--- src/rtl/attr_dec_pkg.sv ---
// Package: shared constants and method codes for the attribute colour decoder.
// Assumes 4-bit method codes held in a control register.
package attr_dec_pkg;
    localparam int REG_W = 4;

    typedef enum logic [3:0] {
        M_STD     = 4'b0000,
        M_SPLIT   = 4'b0001,
        M_BRIGHT4 = 4'b0010,
        M_FULL8   = 4'b0100,
        M_PLANAR  = 4'b0110
    } method_e;
endpackage

--- src/rtl/ctrl_regfile.sv ---
// Control register file: decodes writes to one I/O port into sixteen 4-bit
// registers. The high data nibble is the index and the low nibble the value.
// Assumes the write strobe is a single-cycle, synchronous pulse.
module ctrl_regfile #(
    parameter int          ADDR_W   = 16,
    parameter logic [15:0] PORT_ADR = 16'h8E3B,
    parameter int          IDX_W    = 4,
    parameter int          VAL_W    = 4,
    parameter int          SEL_IDX  = 3,
    localparam int         NREG     = 1 << IDX_W
) (
    input  logic                   clk,
    input  logic                   rst_n,
    input  logic                   wr,
    input  logic [ADDR_W-1:0]      addr,
    input  logic [IDX_W+VAL_W-1:0] data,
    output logic [NREG*VAL_W-1:0]  regs_flat,
    output logic [VAL_W-1:0]       sel_val
);
    logic             hit;
    logic [IDX_W-1:0] idx;
    logic [VAL_W-1:0] val;

    // Port match and field split of the written byte.
    always_comb begin
        hit = wr && (addr == PORT_ADR[ADDR_W-1:0]);
        idx = data[IDX_W+VAL_W-1:VAL_W];
        val = data[VAL_W-1:0];
    end

    for (genvar i = 0; i < NREG; i++) begin : g_reg
        logic [VAL_W-1:0] q;
        // Register i: cleared on reset, loaded when the index matches.
        always_ff @(posedge clk) begin
            if (!rst_n)
                q <= '0;
            else if (hit && idx == IDX_W'(i))
                q <= val;
        end
        assign regs_flat[i*VAL_W +: VAL_W] = q;
    end

    assign sel_val = regs_flat[SEL_IDX*VAL_W +: VAL_W];

    // a matching write to the method register loads its value.
    a_r2_method_load: assert property (@(posedge clk) disable iff (!rst_n)
        (wr && addr == PORT_ADR[ADDR_W-1:0] && data[IDX_W+VAL_W-1:VAL_W] == IDX_W'(SEL_IDX))
        |=> sel_val == $past(data[VAL_W-1:0]));

    // without a matching write the method register is unchanged.
    a_r3_method_hold: assert property (@(posedge clk) disable iff (!rst_n)
        !(wr && addr == PORT_ADR[ADDR_W-1:0]) |=> $stable(sel_val));

    // reset clears every register.
    a_r1_regs_clear: assert property (@(posedge clk)
        !rst_n |=> regs_flat == '0);
endmodule

--- src/rtl/attr_decode_core.sv ---
// Combinational decode of one pixel into a logical colour number under the
// selected method. Assumes ink in attr[2:0] and paper in attr[5:3]. Unknown
// method codes fall back to the standard decode.
module attr_decode_core
    import attr_dec_pkg::*;
#(
    parameter int COL_W = 8,
    parameter int CLR_W = 3,
    parameter int NPL   = 4
) (
    input  logic [REG_W-1:0] method,
    input  logic             pix_bit,
    input  logic [7:0]       attr,
    input  logic             flash_phase,
    input  logic [NPL-1:0]   planes,
    input  logic [COL_W-1:0] border,
    output logic [COL_W-1:0] colour
);
    logic [CLR_W-1:0] ink, paper;
    logic             b_lo, b_hi;
    logic             std_sel;

    // Field split of the attribute byte.
    always_comb begin
        ink     = attr[CLR_W-1:0];
        paper   = attr[2*CLR_W-1:CLR_W];
        b_lo    = attr[6];
        b_hi    = attr[7];
        std_sel = pix_bit ^ (b_hi & flash_phase);
    end

    // Method multiplexer producing the logical colour.
    always_comb begin
        case (method)
            M_SPLIT:
                colour = pix_bit ? COL_W'({b_lo, ink}) : COL_W'({b_hi, paper});
            M_BRIGHT4:
                colour = COL_W'({b_hi, b_lo, (pix_bit ? ink : paper)});
            M_FULL8:
                colour = pix_bit ? COL_W'(attr) : border;
            M_PLANAR:
                colour = COL_W'(planes);
            default:
                colour = COL_W'({b_lo, (std_sel ? ink : paper)});
        endcase
    end
endmodule

--- src/rtl/attr_colour_decoder.sv ---
// Top level: control register file plus per-pixel attribute decode with a
// registered colour output (one cycle latency). Assumes synchronous
// active-low reset and pixel inputs valid at every rising edge.
module attr_colour_decoder
    import attr_dec_pkg::*;
#(
    parameter int          ADDR_W   = 16,
    parameter logic [15:0] PORT_ADR = 16'h8E3B,
    parameter int          COL_W    = 8,
    parameter int          NPL      = 4,
    parameter int          SEL_IDX  = 3,
    localparam int         NREG     = 16
) (
    input  logic                    clk,
    input  logic                    rst_n,
    input  logic                    io_wr,
    input  logic [ADDR_W-1:0]       io_addr,
    input  logic [7:0]              io_data,
    input  logic                    pix_bit,
    input  logic [7:0]              attr,
    input  logic                    flash_phase,
    input  logic [NPL-1:0]          planes,
    input  logic [COL_W-1:0]        border,
    output logic [COL_W-1:0]        colour,
    output logic [NREG*REG_W-1:0]   ctrl_regs
);
    logic [REG_W-1:0] method;
    logic [COL_W-1:0] colour_d;

    ctrl_regfile #(
        .ADDR_W(ADDR_W), .PORT_ADR(PORT_ADR), .IDX_W(4), .VAL_W(REG_W),
        .SEL_IDX(SEL_IDX)
    ) u_regs (
        .clk(clk), .rst_n(rst_n), .wr(io_wr), .addr(io_addr), .data(io_data),
        .regs_flat(ctrl_regs), .sel_val(method)
    );

    attr_decode_core #(.COL_W(COL_W), .CLR_W(3), .NPL(NPL)) u_core (
        .method(method), .pix_bit(pix_bit), .attr(attr),
        .flash_phase(flash_phase), .planes(planes), .border(border),
        .colour(colour_d)
    );

    // Output register holding the decoded colour.
    always_ff @(posedge clk) begin
        if (!rst_n) colour <= '0;
        else        colour <= colour_d;
    end

    // reset clears the output.
    a_r1_colour_clear: assert property (@(posedge clk)
        !rst_n |=> colour == '0);

    // the 32-colour decode stays within 0..31.
    a_r7_range32: assert property (@(posedge clk) disable iff (!rst_n)
        method == M_BRIGHT4 |=> colour < COL_W'(32));

    // the planar decode follows the plane bits only.
    a_r9_planar: assert property (@(posedge clk) disable iff (!rst_n)
        method == M_PLANAR |=> colour == COL_W'($past(planes)));

    // the 256-colour paper pixels take the border.
    a_r8_paper_border: assert property (@(posedge clk) disable iff (!rst_n)
        (method == M_FULL8 && !pix_bit) |=> colour == $past(border));
endmodule

--- config.mk ---
export PLATFORM = sky130hd
export DESIGN_NAME = attr_colour_decoder
export DESIGN_NICKNAME = d
export VERILOG_FILES = /design/src/rtl/attr_dec_pkg.sv /design/src/rtl/ctrl_regfile.sv /design/src/rtl/attr_decode_core.sv /design/src/rtl/attr_colour_decoder.sv
export SDC_FILE = /design/constraint.sdc
export NUM_CORES = 1
export LEC_CHECK = 0
export BUFFER_PORTS_ARGS = -buffer_cell sky130_fd_sc_hd__buf_2
export CAP_MARGIN = 40
export CELL_PAD_IN_SITES_DETAIL_PLACEMENT = 1
export CELL_PAD_IN_SITES_GLOBAL_PLACEMENT = 2
export CORE_AREA = 4 4 111 113
export DETAILED_ROUTE_END_ITERATION = 12
export DIE_AREA = 0 0 115 117
export PLACE_DENSITY_LB_ADDON = 0.2
export REMOVE_ABC_BUFFERS = 1
export SETUP_SLACK_MARGIN = 0.02
export SYNTH_ARGS = -nofsm -noshare
export SYNTH_HDL_FRONTEND = slang
export SYNTH_HIERARCHICAL = 1
export SYNTH_SLANG_ARGS = --single-unit
--- constraint.sdc ---
create_clock -name clk -period 1.6 [get_ports clk]
set_input_delay 0.16 -clock clk [delete_from_list [all_inputs] [get_ports clk]]
set_output_delay 0.16 -clock clk [all_outputs]
set_load 0.01 [all_outputs]
After elaboration in Yosys (flattened, before gate mapping). Cells that the tools add are included.

Bits in registers: 72. Input port bits: 49. Output and inout port bits: 72. Logic and storage cells: 62.

Equal/unequal tests: 20. Muxes and demuxes: 5. Bitwise operators: 2. Reduce and logical (&&, ||, !) cells: 18.

Operators by type and width (number): equality test 4 bit, second input constant (8); one-hot mux 8 bit (4 select lines) (1); equality test 4 x 3 -> 1 bit, second input constant (6); logical AND 1 bit (17); equality test 16 bit, second input constant (1); equality test 4 x 2 -> 1 bit, second input constant (3); equality test 4 x 1 -> 1 bit, second input constant (2); two-way mux 8 bit (1); two-way mux 3 bit (2); zero test 4 bit (1); two-way mux 4 bit (1); AND 1 bit (1); bitwise XOR 1 bit (1).

Depth between registers and ports, before layout.
Depth in word-level cells: 4. Depth in mapped cells: 7. Depth with buffers taken out: 5.

Hierarchy. The synthesis kept the hierarchy.

By module, submodules not included: ctrl_regfile (times used 1, cells each 244, area each 2658.8 µm², sequential area each 1281.2 µm²); attr_decode_core (times used 1, cells each 50, area each 371.6 µm², sequential area each 0.0 µm²); attr_colour_decoder (times used 1, cells each 16, area each 210.2 µm², sequential area each 160.2 µm²).

Least setup slack after synthesis. No wires, ideal clock.

Path kind: reg-to-reg. From: register u_regs.g_reg[3].q[0], in the netlist u_regs/sel_val[0]. To: register colour[1]. Arrival time: 1.348 ns. Data required time: 1.541 ns. Path slack: 0.193 ns. Cell stages (with the launch flop): 7. Clock period less this slack: 1.407 ns. Cells stage by stage: dfxtp_1 buf_4 buf_4 xnor2_1 or3_4 o221ai_1 and2_1.

Word-level cells in the longest chain between the ends: 2.

RTL lines: from (decl) (RTL line ctrl_regfile.sv:32) `logic [VAL_W-1:0] q;`; from (signal assigned) (RTL line ctrl_regfile.sv:38) `q <= val;`; equality test 4 x 3 -> 1 bit (tied with other cells) (RTL line attr_decode_core.sv:34) `case (method)`; one-hot mux 8 bit (4 select lines) * (RTL line attr_decode_core.sv:34); via colour_d[1] (RTL line attr_colour_decoder.sv:28) `logic [COL_W-1:0] colour_d;`; to (signal assigned) (RTL line attr_colour_decoder.sv:47) `else colour <= colour_d;`; to (decl) (RTL line attr_colour_decoder.sv:24) `output logic [COL_W-1:0] colour,`.

Mark *: on every way through the listed nets, which the timed path passes. The rest lies on a longest branch. A chain may end at the register's enable or synchronous reset.

Final worst setup path.
From: register u_regs.g_reg[3].q[0], in the netlist u_regs/sel_val[0]. To: register colour[0].

The elaborated chain is that of the path after synthesis.

==> summary.md <==
| Metric | Value |
|---|---|
| Status | finished, final reports clean |
| Hold_buf cts | 0 |
| Routed wire per std cell | 15.7 um |
| TritonCTS buffer count | 9 |
| Layout cells sized above 1 | 38.6% |
| Final Setup Violations | 0 |
| Largest family of logic cells by synthesized area | multiplexers |
| Clk buf depth | 2 |
| Nature of the critical path startpoint | flip-flop |
| Netlist Area Pre-Place | between 3000 and 4000 sq um |
| Most frequent cells in the layout | 120 x buf_2, 80 x mux2i_1, 74 x nand2_1 |
| Reg2Reg Capture Point | colour[0] |
| Remaining antenna violation count | 0 |
| Highest Signal Layer | met5 |
| Syn Area/Cell | roughly 10 sq um |
| Simple-Gate Fraction of Synth Area | 23.5% |
| Die area | 13500 sq um |
| Inserted Diodes | 0 |
| Final core utilization | 38.4% |
| #FFs+latches synth | 72 |
| Post-synthesis compound-gate area fraction | roughly 2.4% |
| Setup CP Type | reg -> reg |
| Detailed-route via count | roughly 2700 |
| Area grow syn2layout | 34.2% |
| Total GRT Usage | 14.4% |
| Worst Reg-to-Reg Cells | 4 |
| Critical Path Fanout Max | 9 |
| Vias in the first global route | 2909 |
| Met2 wire length | around 4.4 mm |
| Die X | 115 um |
| Most common cell after layout, fill and taps aside | buf_2 |
| Final hold vios | 0 |
| Worst-path clk slew | ~0.05 ns |
| R2R Path Start | u_regs/sel_val[0] |
| Worst path arrival time | 1.66 ns |
| Peak supply drop | around 0.36 mV |
| Die H | 117 um |
| Final setup TNS | 0 ns |
| Synth cell types | 29 |
| Yosys Warn Count | 6 |
| Area contributors post-synth | dfxtp_1 44%, mux2i_1 25%, nand2_1 8.6%, nand4_4 7.2%, buf_4 1.9% |
| Xor-xnor portion of the synthesized cell area | 0.811% |
| Met3 wire len | about 520 um |
| Fin crit share | 86.3% |
| Max_cap viols | 0 |
| CTS tree | yes |
| Pin count of the biggest net entering global routing | 22 |
| Via/cell ratio | 4.54 |
| Drt total wl | roughly 9.2 mm |
| Initial Util | 28.6% |
| DRC errors left | 0 |
| # rows | 39 |
| 1st-iter DRT viols | 46 |
| Nets | 492 |
| Fmax achieved | 0.724 GHz |
| Max-slew violations | 0 |
| Hold path start | border[5] |
| Post-detail-place hpwl | 7.09 mm |
| Leakage | around 2.4 nW |
| Cell accounting for the most synthesized area | dfxtp_1 |
| Io pins | 121 |
| Pre-Repair DR Iteration Count | 4 |
| Mapped Cells | 310 |
| Max Clock Skew | ~0.0020 ns |
| Worst-Margin Slew | 0.454 ns |
| M1 WL | 4.19 mm |
| Post-synth top area share | between 40 and 50% |
| Hold WS | 0.175 ns |
| H-Tree Depth | 3 |
| Max-slew headroom | 69.7% |
| R2r setup slk | approximately 0.22 ns |
| Sequential fraction of the synthesis area | 44.5% |
| Worst Hold Path Cells | 4 |
| Congestion Overflow GR | 0 |
| First-pass GRT wire length | 15.0 mm |
| Data required, critical path | about 1.9 ns |
| Hold EP | colour[5] |
| Worst hold path type | in -> reg |
| Crit. End Element | flip-flop |
| Routability cong. | 0.726 |
| Final worst path period need | about 1.4 ns |
| Unrepaired setup endpoints after global routing | no |
| Clk sink count | 72 |
| PortBufs | 120 |
| Initial antenna violation count | 1 |
| Mux share of post-synthesis cell area | 24.7% |
| Total power | 0.00385 W |
| Adder-cell share of the synthesized area | 0% |
| CTS Root Cell | clkbuf_16 |
| Pwr dens | ~880 nW/um^2 |
| Clock latency at the later pin of the worst-skew pair | 0.33 ns |
| Core area | 11300 sq um |
sequential cells by signal, summed over array words and instances (netlist names):
signal,count
colour,8
u_regs/sel_val,4
u_regs/g.q,60
routing by layer:
metal  vias to the layer above  GRT usage (%)
met4                         2           6.10
met5                         -              0
li1                       1339              -
met1                      1247           18.2
met2                        72           23.5
met3                        13           3.70
cell families after synthesis:
group / after synthesis
buffers and inverters: 23
XOR/XNOR: 3
flip-flops: 72
AO/OA/AOI/OAI: 10
AND/OR/NAND/NOR: 122
multiplexers: 80
cell usage after synthesis:
cell type and instances:
mux2i_1 80, nand2_1 74, dfxtp_1 72, clkbuf_1 11, nand4_4 11, and2_1 8
buf_4 8, nor2_1 8, nand4_1 5, nor2b_1 4, o211ai_1 4, nor3_1 3
o221ai_1 3, and2_2 2, inv_1 2, xor2_1 2, a31oi_1 1, and4b_1 1
buf_6 1, buf_8 1, nand3_1 1, nand4_2 1, nor4b_1 1, nor4b_4 1
o21ai_0 1, o311ai_0 1, or3_4 1, or4_4 1, xnor2_1 1
critical path, stage by stage (launching register included):
cell and delay (ns):
dfxtp_1 0.51, xnor2_1 0.12, or3_4 0.35, o221ai_1 0.21
and2_1 0.14
power by group:
part / total [W] / internal, W / switching [W]
sequential: 0.00180 / 0.00180 / 0.00000146
combinational: 0.000275 / 0.000117 / 0.000158
clock: 0.00177 / 0.00107 / 0.000698
total: 0.00385 / 0.00299 / 0.000857
through the flow:
step	std cells	cell area (sq um)	worst slack, ns
after floorplan	289	3110	-0.653
after global placement	575	4090	-0.00827
after detailed placement	575	4090	-0.0180
after CTS	589	4350	0.180
after global routing	589	4350	0.0929
final	589	4350	0.220
cell type report:
class	count	area, sq um
Timing Repair Buffer	143	798
Sequential cell	72	1440
Tap cell	143	179
Fill cell	1327	6970
Multi-Input combinational cell	215	1670
Inverter	2	7.51
Clock buffer	13	250
Clock inverter	1	5.00
timing repair:
item	in CTS	in global routing
setup buffers	0	0
endpoints found under the setup margin	0	1
gates resized for setup	0	1
how the worst max path moves through the flow:
stage | start | cells after the start | slack [ns] | to
after global routing | u_regs/sel_val[1] | 5 | 0.09 | colour[1]
after CTS | u_regs/sel_val[1] | 5 | 0.18 | colour[1]
final | u_regs/sel_val[0] | 4 | 0.22 | colour[0]
after floorplan | io_addr[15] | 4 | -0.65 | u_regs/g_reg[10].q[0]
after global placement | io_addr[7] | 6 | -0.008 | u_regs/g_reg[8].q[2]
after detailed placement | io_addr[7] | 6 | -0.02 | u_regs/g_reg[8].q[3]
Note: power is estimated with default switching activity, not from simulation.
